[src/rtl/cfs_pkg.sv]
package cfs_pkg;
  typedef enum logic [1:0] {
    ST_I = 2'b00,
    ST_S = 2'b01,
    ST_E = 2'b10,
    ST_M = 2'b11
  } line_st_t;

  typedef enum logic [1:0] {
    OP_FLUSH = 2'd0,
    OP_SYNC  = 2'd1,
    OP_SNOOP = 2'd2
  } walk_op_t;
endpackage

[src/rtl/cms_req_latch.sv]
module cms_req_latch #(
  parameter int IDX_W = 4
) (
  input  logic             clk,
  input  logic             rst,
  input  logic [1:0]       walk_req,
  input  logic [1:0]       walk_take,
  output logic [1:0]       walk_pend,
  input  logic             snp_req,
  input  logic [IDX_W-1:0] snp_idx,
  input  logic             snp_take,
  output logic             snp_pend,
  output logic [IDX_W-1:0] snp_idx_q
);
  // bit 0: flush, bit 1: sync; a new strobe wins over a same-cycle take
  for (genvar g = 0; g < 2; g++) begin : g_walk
    always_ff @(posedge clk) begin
      if (rst)               walk_pend[g] <= 1'b0;
      else if (walk_req[g])  walk_pend[g] <= 1'b1;
      else if (walk_take[g]) walk_pend[g] <= 1'b0;
    end
  end

  always_ff @(posedge clk) begin
    if (rst) begin
      snp_pend  <= 1'b0;
      snp_idx_q <= '0;
    end else if (snp_req) begin
      snp_pend  <= 1'b1;
      snp_idx_q <= snp_idx;
    end else if (snp_take) begin
      snp_pend  <= 1'b0;
    end
  end
endmodule

[src/rtl/cms_sched.sv]
module cms_sched
  import cfs_pkg::*;
#(
  parameter int N_LINES = 16,
  parameter int IDX_W   = 4
) (
  input  logic             clk,
  input  logic             rst,
  input  logic [1:0]       walk_pend,
  input  logic             snp_pend,
  input  logic [IDX_W-1:0] snp_idx,
  input  logic             ln_busy,
  input  logic             ln_fin,
  output logic             ln_start,
  output logic [IDX_W-1:0] ln_idx,
  output logic [1:0]       ln_op,
  output logic [1:0]       walk_take,
  output logic             snp_take,
  output logic             walk_done,
  output logic             snp_done
);
  localparam logic [IDX_W-1:0] LAST = IDX_W'(N_LINES - 1);

  logic             inflight;
  logic             walk_act;
  logic             walk_sync;
  logic             cur_snp;
  logic [IDX_W-1:0] cnt;

  always_ff @(posedge clk) begin
    if (rst) begin
      inflight  <= 1'b0;
      walk_act  <= 1'b0;
      walk_sync <= 1'b0;
      cur_snp   <= 1'b0;
      cnt       <= '0;
      ln_start  <= 1'b0;
      ln_idx    <= '0;
      ln_op     <= OP_FLUSH;
      walk_take <= 2'b00;
      snp_take  <= 1'b0;
      walk_done <= 1'b0;
      snp_done  <= 1'b0;
    end else begin
      ln_start  <= 1'b0;
      walk_take <= 2'b00;
      snp_take  <= 1'b0;
      walk_done <= 1'b0;
      snp_done  <= 1'b0;
      if (ln_fin) begin
        inflight <= 1'b0;
        if (cur_snp) begin
          snp_done <= 1'b1;
        end else if (cnt == LAST) begin
          walk_act  <= 1'b0;
          walk_done <= 1'b1;
          cnt       <= '0;
        end else begin
          cnt <= cnt + 1'b1;
        end
      end else if (!inflight) begin
        if (snp_pend && !snp_take) begin
          ln_start <= 1'b1;
          ln_idx   <= snp_idx;
          ln_op    <= OP_SNOOP;
          cur_snp  <= 1'b1;
          inflight <= 1'b1;
          snp_take <= 1'b1;
        end else if (walk_act) begin
          ln_start <= 1'b1;
          ln_idx   <= cnt;
          ln_op    <= walk_sync ? OP_SYNC : OP_FLUSH;
          cur_snp  <= 1'b0;
          inflight <= 1'b1;
        end else if (walk_pend[0] && !walk_take[0]) begin
          walk_act     <= 1'b1;
          walk_sync    <= 1'b0;
          cnt          <= '0;
          walk_take[0] <= 1'b1;
        end else if (walk_pend[1] && !walk_take[1]) begin
          walk_act     <= 1'b1;
          walk_sync    <= 1'b1;
          cnt          <= '0;
          walk_take[1] <= 1'b1;
        end
      end
    end
  end


  one_line_chk: assert property (@(posedge clk) disable iff (rst)
    ln_start |-> !ln_busy);

  done_pulse_chk: assert property (@(posedge clk) disable iff (rst)
    walk_done |=> !walk_done);

  snp_pulse_chk: assert property (@(posedge clk) disable iff (rst)
    snp_done |=> !snp_done);
endmodule

[src/rtl/cms_line_eng.sv]
module cms_line_eng
  import cfs_pkg::*;
#(
  parameter int IDX_W  = 4,
  parameter int DATA_W = 32
) (
  input  logic              clk,
  input  logic              rst,
  input  logic              start,
  input  logic [IDX_W-1:0]  idx,
  input  logic [1:0]        op,
  output logic              busy,
  output logic              fin,
  output logic              arr_rd_en,
  output logic [IDX_W-1:0]  arr_rd_idx,
  input  logic [1:0]        arr_rd_state,
  input  logic [DATA_W-1:0] arr_rd_data,
  output logic              arr_wr_en,
  output logic [IDX_W-1:0]  arr_wr_idx,
  output logic [1:0]        arr_wr_state,
  output logic [DATA_W-1:0] arr_wr_data,
  output logic              ic_req,
  output logic              ic_op,
  output logic [IDX_W-1:0]  ic_idx,
  input  logic              ic_done,
  input  logic              ic_hitm,
  input  logic [DATA_W-1:0] ic_wdata,
  output logic              mem_req,
  output logic [IDX_W-1:0]  mem_addr,
  output logic [DATA_W-1:0] mem_wdata,
  input  logic              mem_ack,
  input  logic              cpu_cyc,
  output logic              boff
);
  typedef enum logic [2:0] {L_IDLE, L_RDW, L_EVAL, L_INNER, L_MEM} lst_t;

  lst_t              lst;
  walk_op_t          op_q;
  logic [IDX_W-1:0]  idx_q;
  logic [1:0]        st_q;
  logic [DATA_W-1:0] dat_q;
  logic [DATA_W-1:0] wb_q;
  logic              act;

  // a line needs work: any valid line for flush/snoop, only Modified for sync
  always_comb begin
    if (op_q == OP_SYNC) act = (arr_rd_state == ST_M);
    else                 act = (arr_rd_state != ST_I);
  end

  always_ff @(posedge clk) begin
    if (rst) begin
      lst          <= L_IDLE;
      op_q         <= OP_FLUSH;
      idx_q        <= '0;
      st_q         <= ST_I;
      dat_q        <= '0;
      wb_q         <= '0;
      fin          <= 1'b0;
      arr_rd_en    <= 1'b0;
      arr_wr_en    <= 1'b0;
      arr_wr_state <= ST_I;
      ic_req       <= 1'b0;
      ic_op        <= 1'b0;
      mem_req      <= 1'b0;
      boff         <= 1'b0;
    end else begin
      arr_rd_en <= 1'b0;
      arr_wr_en <= 1'b0;
      fin       <= 1'b0;
      case (lst)
        L_IDLE: if (start) begin
          idx_q     <= idx;
          op_q      <= walk_op_t'(op);
          arr_rd_en <= 1'b1;
          lst       <= L_RDW;
        end
        L_RDW: lst <= L_EVAL;
        L_EVAL: begin
          st_q  <= arr_rd_state;
          dat_q <= arr_rd_data;
          if (act) begin
            ic_req <= 1'b1;
            ic_op  <= (op_q == OP_SYNC);
            lst    <= L_INNER;
          end else begin
            fin <= 1'b1;
            lst <= L_IDLE;
          end
        end
        L_INNER: if (ic_done) begin
          ic_req       <= 1'b0;
          wb_q         <= ic_hitm ? ic_wdata : dat_q;
          arr_wr_state <= (op_q == OP_SYNC) ? ST_E : ST_I;
          if (ic_hitm || st_q == ST_M) begin
            mem_req <= 1'b1;
            boff    <= cpu_cyc;
            lst     <= L_MEM;
          end else begin
            arr_wr_en <= 1'b1;
            fin       <= 1'b1;
            lst       <= L_IDLE;
          end
        end
        L_MEM: begin
          if (mem_ack) begin
            mem_req   <= 1'b0;
            boff      <= 1'b0;
            arr_wr_en <= 1'b1;
            fin       <= 1'b1;
            lst       <= L_IDLE;
          end else begin
            boff <= boff | cpu_cyc;
          end
        end
        default: lst <= L_IDLE;
      endcase
    end
  end

  assign busy        = (lst != L_IDLE);
  assign arr_rd_idx  = idx_q;
  assign arr_wr_idx  = idx_q;
  assign ic_idx      = idx_q;
  assign mem_addr    = idx_q;
  assign arr_wr_data = wb_q;
  assign mem_wdata   = wb_q;


  mem_hold_chk: assert property (@(posedge clk) disable iff (rst)
    mem_req && !mem_ack |=> mem_req && $stable(mem_addr) && $stable(mem_wdata));

  ic_hold_chk: assert property (@(posedge clk) disable iff (rst)
    ic_req && !ic_done |=> ic_req);

  one_xact_chk: assert property (@(posedge clk) disable iff (rst)
    !(ic_req && mem_req));

  boff_cover_chk: assert property (@(posedge clk) disable iff (rst)
    mem_req && $past(mem_req) && $past(cpu_cyc) |-> boff);

  boff_scope_chk: assert property (@(posedge clk) disable iff (rst)
    boff |-> mem_req);

  no_mod_write_chk: assert property (@(posedge clk) disable iff (rst)
    arr_wr_en |-> arr_wr_state != ST_M);
endmodule

[src/rtl/cache_maint_seq.sv]
module cache_maint_seq
  import cfs_pkg::*;
#(
  parameter int N_LINES = 16,
  parameter int DATA_W  = 32,
  parameter int IDX_W   = $clog2(N_LINES)
) (
  input  logic              clk,
  input  logic              rst,
  input  logic              flush_req,
  input  logic              sync_req,
  input  logic              snp_req,
  input  logic [IDX_W-1:0]  snp_idx,
  output logic              walk_done,
  output logic              snp_done,
  output logic              arr_rd_en,
  output logic [IDX_W-1:0]  arr_rd_idx,
  input  logic [1:0]        arr_rd_state,
  input  logic [DATA_W-1:0] arr_rd_data,
  output logic              arr_wr_en,
  output logic [IDX_W-1:0]  arr_wr_idx,
  output logic [1:0]        arr_wr_state,
  output logic [DATA_W-1:0] arr_wr_data,
  output logic              ic_req,
  output logic              ic_op,
  output logic [IDX_W-1:0]  ic_idx,
  input  logic              ic_done,
  input  logic              ic_hitm,
  input  logic [DATA_W-1:0] ic_wdata,
  output logic              mem_req,
  output logic [IDX_W-1:0]  mem_addr,
  output logic [DATA_W-1:0] mem_wdata,
  input  logic              mem_ack,
  input  logic              cpu_cyc,
  output logic              boff
);
  logic [1:0]       walk_pend;
  logic [1:0]       walk_take;
  logic             snp_pend;
  logic             snp_take;
  logic [IDX_W-1:0] snp_idx_q;
  logic             ln_start;
  logic [IDX_W-1:0] ln_idx;
  logic [1:0]       ln_op;
  logic             ln_busy;
  logic             ln_fin;

  cms_req_latch #(.IDX_W(IDX_W)) u_latch (
    .clk       (clk),
    .rst       (rst),
    .walk_req  ({sync_req, flush_req}),
    .walk_take (walk_take),
    .walk_pend (walk_pend),
    .snp_req   (snp_req),
    .snp_idx   (snp_idx),
    .snp_take  (snp_take),
    .snp_pend  (snp_pend),
    .snp_idx_q (snp_idx_q)
  );

  cms_sched #(.N_LINES(N_LINES), .IDX_W(IDX_W)) u_sched (
    .clk       (clk),
    .rst       (rst),
    .walk_pend (walk_pend),
    .snp_pend  (snp_pend),
    .snp_idx   (snp_idx_q),
    .ln_busy   (ln_busy),
    .ln_fin    (ln_fin),
    .ln_start  (ln_start),
    .ln_idx    (ln_idx),
    .ln_op     (ln_op),
    .walk_take (walk_take),
    .snp_take  (snp_take),
    .walk_done (walk_done),
    .snp_done  (snp_done)
  );

  cms_line_eng #(.IDX_W(IDX_W), .DATA_W(DATA_W)) u_eng (
    .clk          (clk),
    .rst          (rst),
    .start        (ln_start),
    .idx          (ln_idx),
    .op           (ln_op),
    .busy         (ln_busy),
    .fin          (ln_fin),
    .arr_rd_en    (arr_rd_en),
    .arr_rd_idx   (arr_rd_idx),
    .arr_rd_state (arr_rd_state),
    .arr_rd_data  (arr_rd_data),
    .arr_wr_en    (arr_wr_en),
    .arr_wr_idx   (arr_wr_idx),
    .arr_wr_state (arr_wr_state),
    .arr_wr_data  (arr_wr_data),
    .ic_req       (ic_req),
    .ic_op        (ic_op),
    .ic_idx       (ic_idx),
    .ic_done      (ic_done),
    .ic_hitm      (ic_hitm),
    .ic_wdata     (ic_wdata),
    .mem_req      (mem_req),
    .mem_addr     (mem_addr),
    .mem_wdata    (mem_wdata),
    .mem_ack      (mem_ack),
    .cpu_cyc      (cpu_cyc),
    .boff         (boff)
  );
endmodule

[config.mk]
export PLATFORM = sky130hd
export DESIGN_NAME = cache_maint_seq
export DESIGN_NICKNAME = d
export VERILOG_FILES = /design/src/rtl/cfs_pkg.sv /design/src/rtl/cms_req_latch.sv /design/src/rtl/cms_sched.sv /design/src/rtl/cms_line_eng.sv /design/src/rtl/cache_maint_seq.sv
export SDC_FILE = /design/constraint.sdc
export NUM_CORES = 1
export LEC_CHECK = 0
export BUFFER_PORTS_ARGS = -buffer_cell sky130_fd_sc_hd__buf_4
export CELL_PAD_IN_SITES_DETAIL_PLACEMENT = 0
export CELL_PAD_IN_SITES_GLOBAL_PLACEMENT = 1
export CORE_UTILIZATION = 40
export DETAILED_ROUTE_END_ITERATION = 10
export PLACE_DENSITY_LB_ADDON = 0.1
export SETUP_SLACK_MARGIN = 0.2
export SLEW_MARGIN = 20
export SYNTH_ARGS = -nofsm -noshare
export SYNTH_HDL_FRONTEND = slang
export SYNTH_HIERARCHICAL = 1
export SYNTH_SLANG_ARGS = --single-unit
[constraint.sdc]
create_clock -name clk -period 2.9 [get_ports clk]
set_input_delay 0 -clock clk [delete_from_list [all_inputs] [get_ports clk]]
set_output_delay 0 -clock clk [all_outputs]
set_load 0.01 [all_outputs]
==> results.json, run 1 <==
{
  "max_slew_margin_pct": 47.4,
  "synth_top_area_share_pct": 44.4,
  "setup_slack_ns": 1.14,
  "r2r_end": "u_eng/boff$_SDFFE_PP0P_",
  "n_antenna_cell": 0,
  "power.leakage_nw": 2.71,
  "clk_pin_slew_ns": 0.07,
  "whs_path_depth": 3,
  "p_sw_share_pct": 24.3,
  "rsz0062_at_grt": "no",
  "hp-start": "ic_wdata[1]",
  "max-vdd-ir-drop_uv": 317,
  "yosys-top-cells-area": "dfxtp_1 (44%), mux2i_1 (8.8%), buf_4 (7.2%)",
  "path_cells": "and4b_2, buf_4, a22o_1, a22oi_1, a311oi_1",
  "switchingPower_mw": 0.774,
  "r2r-start": "u_eng/lst[0]$_SDFFE_PP0P_",
  "synth_cells": 534,
  "ctsResizeCount": 0,
  "cts.root.buffer_cell": "clkbuf_16",
  "rows": 40,
  "whs_ns": 0.0133,
  "place_ws_ns": 1.14,
  "cts_tree": "built",
  "hpwl_um": 8100,
  "synth_most_common_cell": "dfxtp_1",
  "p_int_mw": 2.42,
  "dr.pass1.iters": 4,
  "reg2reg_slack_ns": 1.14,
  "worstSetupEndpointType": "register",
  "yosys.area_share.adder_pct": 0.458,
  "ys_warn_count": 6,
  "tns_ns": 0,
  "path_max_fanout": 29,
  "antenna_found_initial": 0,
  "clock-sinks": 109,
  "yosys.cell_types.count": 50,
  "grt_usage_pct": 18.5,
  "grt_pass1_vias": 3808,
  "nets": 762,
  "ant_nets": 0,
  "synthTopCellsByCount": "dfxtp_1 (109), nand2_1 (81), nor2_1 (58), a21oi_1 (49), buf_4 (47)",
  "ys.flop_type": "dfxtp_1",
  "die-area_um2": 12700,
  "max_freq_mhz": 568,
  "io_buffers": 167,
  "ys_seq_elements": 109,
  "fin_cells": 834,
  "design_area_um2": 6560,
  "dr_total_vias": 4097,
  "synth.avg_cell_area_um2": 9.20,
  "syn_area_um2": 4910,
  "synthMuxAreaShare_pct": 8.76,
  "drc_errors": 0,
  "min_to": "u_eng/arr_wr_data[1]$_SDFFE_PP0P_",
  "grt_max_degree": 63,
  "syn2layout_area_growth_pct": 33.5,
  "synth_top_family_by_area": "compound AO/OA/AOI/OAI gates",
  "critPathMaxStageDelay_ns": 0.51,
  "drive_gt1_share_pct": 31.9,
  "worstPathRequired_ns": 3.15,
  "wl_per_cell_um": 14.0,
  "cp.arrival_ns": 2.01,
  "grt_overflow": 0,
  "worstMarginPinSlew_ns": 0.787,
  "initial_core_util_pct": 40.9,
  "synth-seq-area-share_pct": 44.4,
  "htreeDepth": 3,
  "viasPerCell": 4.91,
  "hold_viol_final": 0,
  "hold_path_class": "primary input to register",
  "worstSetupStartpointType": "register",
  "dp_cells": 772,
  "r2r_cells": 5,
  "power_frac_clock_pct": 38.7,
  "cts_made_buffers": 9,
  "synth_async_sr_flop_share_pct": 0,
  "worstSkewPairLatency_ns": 0.35,
  "fin_skew_ns": 0.00937,
  "comb_power_share_pct": 12.1,
  "io_pins": 169,
  "timing.final.crit_share_pct": 60.8,
  "grt_pass1_wl_um": 18800,
  "yosys.area.top_type": "dfxtp_1",
  "die_h_um": 113,
  "wirelength_um": 11700,
  "synth_edf_count": 0,
  "outcome": "completed",
  "finalCriticalPeriod_ns": 1.76,
  "placed_cell_area_um2": 5800,
  "coreArea_um2": 12000,
  "critical_path_class": "register to register",
  "max_cap_violations": 0,
  "synthXorXnorAreaFrac_pct": 0,
  "synth_compound_area_share_pct": 17.3,
  "place_congestion": 0.755,
  "dr.first_iter.drc_count": 249,
  "post_cts_buffers": 0,
  "clock_path_buffers": 2,
  "setup-violations-final": 0,
  "fp.dieW_um": 113,
  "syn_nets": 614,
  "synthSimpleGateAreaFrac_pct": 16.2,
  "crit_slowest_cell": "dfxtp_1",
  "p_seq_share_pct": 49.2,
  "p_per_area_nw_per_um2": 487,
  "slew_violations": 0
}
## cells in the final DEF (no fill, tap or decap), types with 7 or more instances in the layout
master,count
a211oi_1,16
a211oi_2,19
a21oi_1,49
buf_4,173
clkbuf_16,9
dfxtp_1,109
dlygate4sd3_1,46
inv_1,7
mux2i_1,43
nand2_1,81
nor2_1,58
nor3_1,8
o21ai_0,8
## critical path: cells and delay by family, from the launching register on
kind / cells / cell delay (ns)
AOI/OAI and AO/OA: 3 / 0.50
DFF: 1 / 0.51
buffers and inverters: 1 / 0.33
and+or+nand+nor: 1 / 0.33
## layout make-up
| cell class | instances | area [um2] |
|---|---|---|
| Clock buffer | 9 | 225 |
| Clock inverter | 7 | 75.1 |
| Fill cell | 1135 | 5450 |
| Inverter | 7 | 26.3 |
| Multi-Input combinational cell | 336 | 2110 |
| Sequential cell | 109 | 2180 |
| Tap cell | 147 | 184 |
| Timing Repair Buffer | 219 | 1760 |
## power groups by stage
| stage | combinational (mW) | sequential (mW) | clock [mW] |
|---|---|---|---|
| floorplan | 0.217 | 1.60 | 0 |
| global placement | 0.329 | 1.60 | 0 |
| detailed placement | 0.334 | 1.61 | 0 |
| CTS | 0.387 | 1.57 | 1.27 |
| global route | 0.421 | 1.58 | 1.33 |
| finish | 0.385 | 1.57 | 1.24 |
## state kept, by name, indices dropped and copies added (netlist names), 2 cells and up
register / flops
u_sched/ln_idx: 4
u_eng/dat_q: 32
u_sched/cnt: 4
u_eng/op_q: 2
u_sched/ln_op: 2
u_eng/arr_rd_idx: 4
u_eng/st_q: 2
u_latch/walk_pend: 2
u_eng/lst: 3
u_latch/snp_idx_q: 4
u_eng/arr_wr_data: 32
u_sched/walk_take: 2
## timing repair
item / 4_1_cts / 5_1_grt
hold buffers: 46 / 0
setup endpoints to repair: 0 / 0
endpoints found under the hold margin: 44 / 0
## worst max path at each step
stage          slack [ns]                           end                 startpoint  cells past startpoint
2_1_floorplan        1.57          u_eng/fin$_SDFF_PP0_  u_eng/lst[0]$_SDFFE_PP0P_                      7
3_3_place_gp         1.20  u_eng/dat_q[22]$_SDFFE_PP0P_  u_eng/lst[2]$_SDFFE_PP0P_                      4
4_1_cts              1.13  u_eng/dat_q[13]$_SDFFE_PP0P_  u_eng/lst[2]$_SDFFE_PP0P_                      4
6_report             1.14       u_eng/boff$_SDFFE_PP0P_  u_eng/lst[0]$_SDFFE_PP0P_                      5
5_1_grt               1.0       u_eng/boff$_SDFFE_PP0P_  u_eng/lst[0]$_SDFFE_PP0P_                      5
3_5_place_dp         1.14  u_eng/dat_q[13]$_SDFFE_PP0P_  u_eng/lst[2]$_SDFFE_PP0P_                      4
## metal layers
| metal | wire [um] | vias up | GRT usage (%) | part of all wire (%) |
|---|---|---|---|---|
| met4 | 128 | 0 | 5.60 | 1.1 |
| met5 | 0 | - | 0 | 0 |
| met2 | 5550 | 133 | 30.7 | 47 |
| met1 | 5420 | 1878 | 24.1 | 46 |
| li1 | - | 2072 | - | - |
| met3 | 594 | 14 | 4.07 | 5.1 |
## per-stage QoR
stage	power (mW)	utilization [%]
after global routing	3.33	54.6
after CTS	3.23	54.6
final	3.19	54.6
after floorplan	1.81	-
after global placement	1.93	48.3
after detailed placement	1.94	48.3
## cells by family (layout without fill, tap and decap cells)
group           count (synthesis)  after routing
simple gates                  176            176
compound gates                114            114
flops                         109            109
buf+inv                        89            242
mux                            43             43
fa+ha+maj                       2              2
other cells                     1              1
Note: power is estimated with default switching activity, not from simulation.
==> run 2, diff against run 1 <==
--- a/config.mk
+++ b/config.mk
@@ -5,10 +5,11 @@
 export SDC_FILE = /design/constraint.sdc
 export NUM_CORES = 1
 export LEC_CHECK = 0
+export ABC_AREA = 1
 export BUFFER_PORTS_ARGS = -buffer_cell sky130_fd_sc_hd__buf_4
 export CELL_PAD_IN_SITES_DETAIL_PLACEMENT = 0
 export CELL_PAD_IN_SITES_GLOBAL_PLACEMENT = 1
-export CORE_UTILIZATION = 40
+export CORE_UTILIZATION = 32
 export DETAILED_ROUTE_END_ITERATION = 10
 export PLACE_DENSITY_LB_ADDON = 0.1
 export SETUP_SLACK_MARGIN = 0.2
==> constraint.sdc (replaced) <==
create_clock -name clk -period 1.5 [get_ports clk]
set_input_delay 0 -clock clk [delete_from_list [all_inputs] [get_ports clk]]
set_output_delay 0 -clock clk [all_outputs]
set_load 0.01 [all_outputs]
==> run 2 against run 1 <==
The run now ends with design-rule violations left. Sequential cell count unchanged. Maximum frequency increased by 39%. Combinational power increased to 5.3 times the previous value. Count of clock-buffer cells in the layout increased by 3. Clock skew decreased by 0.0050 ns. Largest cell class unchanged.
==> results.json, run 2 <==
{
  "outcome": "finished, violations left",
  "failed_checks": "design-rule violations",
  "hold_viol_final": 0,
  "fillers": 1488,
  "syn_area_um2": 4880,
  "r2r_end": "u_eng/dat_q[19]$_SDFFE_PP0P_",
  "wl_per_cell_um": 13.3,
  "critical_path_class": "register to register",
  "htreeDepth": 3,
  "cts_made_buffers": 9,
  "synth-seq-area-share_pct": 44.7,
  "syn_nets": 744,
  "worstSetupStartpointType": "register",
  "synthTopCellsByCount": "nand2_1 (144), dfxtp_1 (109), o21ai_0 (85), a21oi_1 (82), inv_1 (74)",
  "worstSkewPairLatency_ns": 0.35,
  "grt_max_degree": 52,
  "finalCriticalPeriod_ns": 1.26,
  "tns_ns": 0,
  "cts.root.buffer_cell": "clkbuf_16",
  "timing.final.crit_share_pct": 84.3,
  "fp.dieW_um": 125,
  "yosys-top-cells-area": "dfxtp_1 (45%), nand2_1 (11%), o21ai_0 (8.7%)",
  "yosys.area.top_type": "dfxtp_1",
  "coreArea_um2": 14700,
  "fin_skew_ns": 0.00442,
  "reg2reg_slack_ns": 0.24,
  "rows": 44,
  "ys_warn_count": 6,
  "n_antenna_cell": 0,
  "cts_tree": "built",
  "clk_pin_slew_ns": 0.07,
  "max_cap_violations": 0,
  "crit_end": "u_eng/dat_q[19]$_SDFFE_PP0P_",
  "cp.arrival_ns": 1.50,
  "die_h_um": 125,
  "wirelength_um": 13500,
  "io_buffers": 167,
  "worstPathRequired_ns": 1.73,
  "synth_async_sr_flop_share_pct": 0,
  "hpwl_um": 8870,
  "setup-violations-final": 0,
  "initial_core_util_pct": 33.2,
  "power.leakage_nw": 3.01,
  "io_pins": 169,
  "grt_pass1_vias": 4282,
  "synth_most_common_cell": "nand2_1",
  "ant_nets": 0,
  "r2r_cells": 7,
  "grt_usage_pct": 16.6,
  "hold_path_class": "primary input to register",
  "ys.flop_type": "dfxtp_1",
  "max_freq_mhz": 791,
  "crit_start": "u_eng/lst[2]$_SDFFE_PP0P_",
  "viasPerCell": 4.60,
  "r2r-start": "u_eng/lst[2]$_SDFFE_PP0P_",
  "synth_top_area_share_pct": 44.7,
  "p_per_area_nw_per_um2": 1150,
  "synth_cells": 664,
  "worstSetupEndpointType": "register",
  "dr.pass1.iters": 8,
  "grt_pass1_wl_um": 20600,
  "drive_gt1_share_pct": 27.0,
  "max-vdd-ir-drop_uv": 629,
  "nets": 912,
  "synth.avg_cell_area_um2": 7.35,
  "grt_overflow": 0,
  "fin_cells": 1018,
  "place_congestion": 0.763,
  "drc_errors": 13,
  "yosys.cell_types.count": 31,
  "path_max_fanout": 26,
  "dr_total_vias": 4687,
  "final_common_cell": "buf_4",
  "rsz0062_at_grt": "yes",
  "synth_edf_count": 0,
  "syn2layout_area_growth_pct": 40.1,
  "die-area_um2": 15700,
  "slew_violations": 0,
  "layout_common_cells": "buf_4 (177), nand2_1 (144), dfxtp_1 (105)",
  "ys_seq_elements": 109,
  "dr.first_iter.drc_count": 243,
  "antenna_found_initial": 0,
  "dp_cells": 951,
  "clock_path_buffers": 2,
  "clock-sinks": 109
}
==> run 2: cell count changes after synthesis, sizes merged, moves of 34 or more <==
cell,previous run,this run
o21ai,9,89
mux2i,43,0
inv,7,78
a21oi,50,84
a211oi,35,0
nand2,81,152
==> run 2: worst min-delay path by stage <==
stage                      start                            endpoint  slack [ns]  cells after the start
CTS                 ic_wdata[25]  u_eng/arr_wr_data[25]$_SDFFE_PP0P_       0.004                      5
global route        ic_wdata[30]  u_eng/arr_wr_data[30]$_SDFFE_PP0P_        0.03                      5
global placement      snp_idx[2]   u_latch/snp_idx_q[2]$_SDFFE_PP0P_        0.22                      3
floorplan                    rst       u_latch/snp_pend$_SDFFE_PP0P_        0.06                      1
finish              ic_wdata[28]  u_eng/arr_wr_data[28]$_SDFFE_PP0P_        0.02                      5
detailed placement    snp_idx[2]   u_latch/snp_idx_q[2]$_SDFFE_PP0P_        0.23                      3
==> run 2: cell families after synthesis <==
kind of cell	count (synthesis)	synth area share, %
AO/OA/AOI/OAI	175	18.2
adder cells (fa/ha/maj)	1	0.256
buffers and inverters	156	17.3
flip-flops	109	44.7
other	1	0.0768
AND/OR/NAND/NOR	222	19.5
==> run 2: cell type report <==
type                    count  area [um2]  share of cell area (%)
clock inverters             1        7.51                   0.110
clock buffers              12         267                    3.90
repair buffers            234        1970                    28.8
inverters                  79         303                    4.43
multi-input cells         399        1870                    27.3
well taps                 184         230                    3.37
flip-flops and latches    109        2190                    32.0
==> run 2: stage by stage <==
stage	power (mW)	hold WS (ns)	cell area [um2]	utilization (%)	setup slack [ns]
3_5_place_dp	5.42	0.233	5970	40.6	0.184
3_3_place_gp	5.38	0.223	5970	40.6	0.216
4_1_cts	7.83	0.00410	6750	45.9	0.202
2_1_floorplan	4.87	0.0624	4880	-	0.339
5_1_grt	8.34	0.0263	6830	46.5	0.152
6_report	7.86	0.0197	6830	46.5	0.236
==> run 2: power by group <==
part	switching (mW)	total (mW)	internal, mW
Combinational	1.13	2.05	0.919
Sequential	0.203	3.55	3.34
Clock	1.03	2.26	1.24
Total	2.36	7.86	5.50
==> run 2: repair_timing <==
item / 4_1_cts / 5_1_grt
endpoints found under the setup margin: 3 / 86
pin swaps: 0 / 1
cloned: 0 / 2
gates resized for setup: 3 / 19
setup buffers: 0 / 1
hold buffers: 51 / 0
endpoints found under the hold margin: 46 / 0
==> run 2: critical path, stage by stage, from the launching register on <==
cell	delay (ns)
dfxtp_4	0.37
inv_4	0.07
nand2_2	0.06
nor2_4	0.16
inv_4	0.08
buf_12	0.16
o21ai_1	0.17
a21oi_1	0.07
==> run 2: routing by layer <==
layer,wire [um],track usage [%],vias up
met5,0,0,-
met4,136,4.30,0
met3,775,4.66,7
met2,6510,28.3,137
met1,6100,20.3,2141
li1,-,-,2402
==> run 3, diff against run 2 <==
==> constraint.sdc (replaced) <==
create_clock -name clk -period 1.03 [get_ports clk]
set_input_delay 0 -clock clk [delete_from_list [all_inputs] [get_ports clk]]
set_output_delay 0 -clock clk [all_outputs]
set_load 0.01 [all_outputs]
==> run 3 against run 2 <==
The flow finishes with violations (design-rule violations, negative hold slack, negative setup slack). Cell count grew 3.9%. Global-route usage rose by 0.63 points. Combinational power up 96%. Routed wire length is 4.3% higher. Clock power is 46% higher. Register-to-register slack got worse by 0.41 ns. Count of clock-buffer cells in the layout rose by 1. Critical path type unchanged.
==> results.json, run 3 (synthesis gave the netlist of run 2 again) <==
{
  "outcome": "finished, violations left",
  "failed_checks": "design-rule violations, negative hold slack, negative setup slack",
  "antenna_found_initial": 0,
  "critical_path_class": "register to register",
  "clock-sinks": 109,
  "setup_slack_ns": -0.172,
  "tns_ns": -10.63,
  "setup-violations-final": 90,
  "timing.final.crit_share_pct": 117,
  "max-vdd-ir-drop_uv": 1040,
  "max_freq_mhz": 832,
  "io_pins": 169,
  "drc_errors": 13,
  "fin_cells": 1058,
  "critPathMaxStageDelay_ns": 0.37,
  "rsz0062_at_grt": "yes",
  "fp.dieW_um": 125,
  "clk_pin_slew_ns": 0.08,
  "worstSkewPairLatency_ns": 0.36,
  "p_per_area_nw_per_um2": 1560,
  "total_power_mw": 12.6,
  "syn2layout_area_growth_pct": 64.9,
  "path_cells": "inv_4, nand2_4, nor2_4, inv_6, clkbuf_16, o21ai_1, a21oi_1",
  "fin_skew_ns": 0.0107,
  "cts_made_buffers": 9,
  "cts_tree": "built",
  "hold_path_class": "primary input to register",
  "r2r_end": "u_eng/dat_q[19]$_SDFFE_PP0P_",
  "dr_total_vias": 4854,
  "hpwl_um": 9270,
  "cts.root.buffer_cell": "clkbuf_16",
  "rows": 44,
  "io_buffers": 167,
  "grt_overflow": 0,
  "hold_viol_final": 2,
  "die-area_um2": 15700,
  "clock_path_buffers": 2,
  "worstSetupStartpointType": "register",
  "n_antenna_cell": 0,
  "final_common_cell": "nand2_1",
  "r2r-start": "u_eng/lst[2]$_SDFFE_PP0P_",
  "reg2reg_slack_ns": -0.17,
  "cts_hold_buffers": 45,
  "path_delay_family": "flip-flops",
  "crit_slowest_cell": "dfxtp_4",
  "wirelength_um": 14100,
  "whs_ns": -0.0320,
  "nets": 949,
  "dp_cells": 973,
  "wl_per_cell_um": 13.3,
  "coreArea_um2": 14700,
  "dr.pass1.iters": 8,
  "initial_core_util_pct": 33.2,
  "grt_max_degree": 33,
  "whs_path_depth": 4,
  "grt_usage_pct": 17.2,
  "slew_violations": 0,
  "place_congestion": 0.760,
  "layout_common_cells": "nand2_1 (130), buf_4 (116), buf_6 (99)",
  "grt_pass1_wl_um": 21500,
  "finalCriticalPeriod_ns": 1.20,
  "max_cap_violations": 0,
  "crit_buf_inv": 3,
  "r2r_cells": 7,
  "worstPathRequired_ns": 1.28,
  "grt_pass1_vias": 4519,
  "min_to": "u_sched/inflight$_SDFF_PP0_",
  "dr.first_iter.drc_count": 208,
  "htreeDepth": 3,
  "ant_nets": 0,
  "path_max_fanout": 8,
  "worstSetupEndpointType": "register",
  "drive_gt1_share_pct": 46.9,
  "die_h_um": 125,
  "cp.arrival_ns": 1.45,
  "hp-start": "rst",
  "power.leakage_nw": 3.40,
  "viasPerCell": 4.59
}
-- run 3: per-layer routing --
metal  global-route usage [%]  share of wire (%)
met1                     20.0                 43
met2                     31.0                 51
met3                     5.01                5.6
met4                     3.66               0.50
met5                        0                  0
-- run 3: worst max-delay path by stage --
stage               slack (ns)                                 end  depth (start not counted)                       from
CTS                      -0.15   u_eng/arr_wr_data[9]$_SDFFE_PP0P_                          7  u_eng/lst[1]$_SDFFE_PP0P_
finish                   -0.17        u_eng/dat_q[19]$_SDFFE_PP0P_                          7  u_eng/lst[2]$_SDFFE_PP0P_
global placement         -0.14  u_eng/arr_wr_data[28]$_SDFFE_PP0P_                          7  u_eng/lst[0]$_SDFFE_PP0P_
global route             -0.23  u_eng/arr_wr_data[27]$_SDFFE_PP0P_                          6  u_eng/lst[0]$_SDFFE_PP0P_
detailed placement       -0.16    u_eng/arr_rd_idx[1]$_SDFFE_PP0P_                          4  u_eng/lst[1]$_SDFFE_PP0P_
floorplan                -0.07        u_eng/dat_q[23]$_SDFFE_PP0P_                          7  u_eng/lst[2]$_SDFFE_PP0P_
-- run 3: area by class of cell --
type / count / area [um2]
well taps: 184 / 230
clock buffers: 13 / 250
clock inverters: 3 / 21.3
flip-flops and latches: 109 / 2290
fillers: 1375 / 6650
inverters: 79 / 324
repair buffers: 271 / 2670
multi-input cells: 399 / 2260
-- run 3: what timing repair did --
item,in CTS,in global routing
buffers inserted,8,12
cloned,1,3
pin swaps,10,23
setup endpoints to repair,186,186
hold endpoints to repair,47,1
gates resized for setup,193,81
-- run 3: worst min-delay path: cells and delay by family --
| kind | cells | cell delay, ns |
|---|---|---|
| buffers and inverters | 2 | 0.19 |
| AOI/OAI and AO/OA | 1 | 0.05 |
| and+or+nand+nor | 1 | 0.06 |
-- run 3: per-stage QoR --
step | setup slack (ns) | hold slack (ns) | util [%] | area [um2]
finish | -0.172 | -0.0320 | 54.7 | 8050
CTS | -0.145 | -0.0223 | 51.9 | 7630
global route | -0.233 | -0.0236 | 54.7 | 8050
global placement | -0.143 | 0.221 | 42.8 | 6290
detailed placement | -0.158 | 0.228 | 42.8 | 6290
floorplan | -0.0660 | 0.0624 | - | 5010
-- run 3: power breakdown --
part / switching [mW] / leakage, nW / total [mW] / internal [mW]
Combinational: 2.04 / 2.35 / 4.02 / 1.98
Sequential: 0.377 / 0.916 / 5.26 / 4.88
Clock: 1.58 / 0.126 / 3.29 / 1.71
Total: 4.00 / 3.40 / 12.6 / 8.58
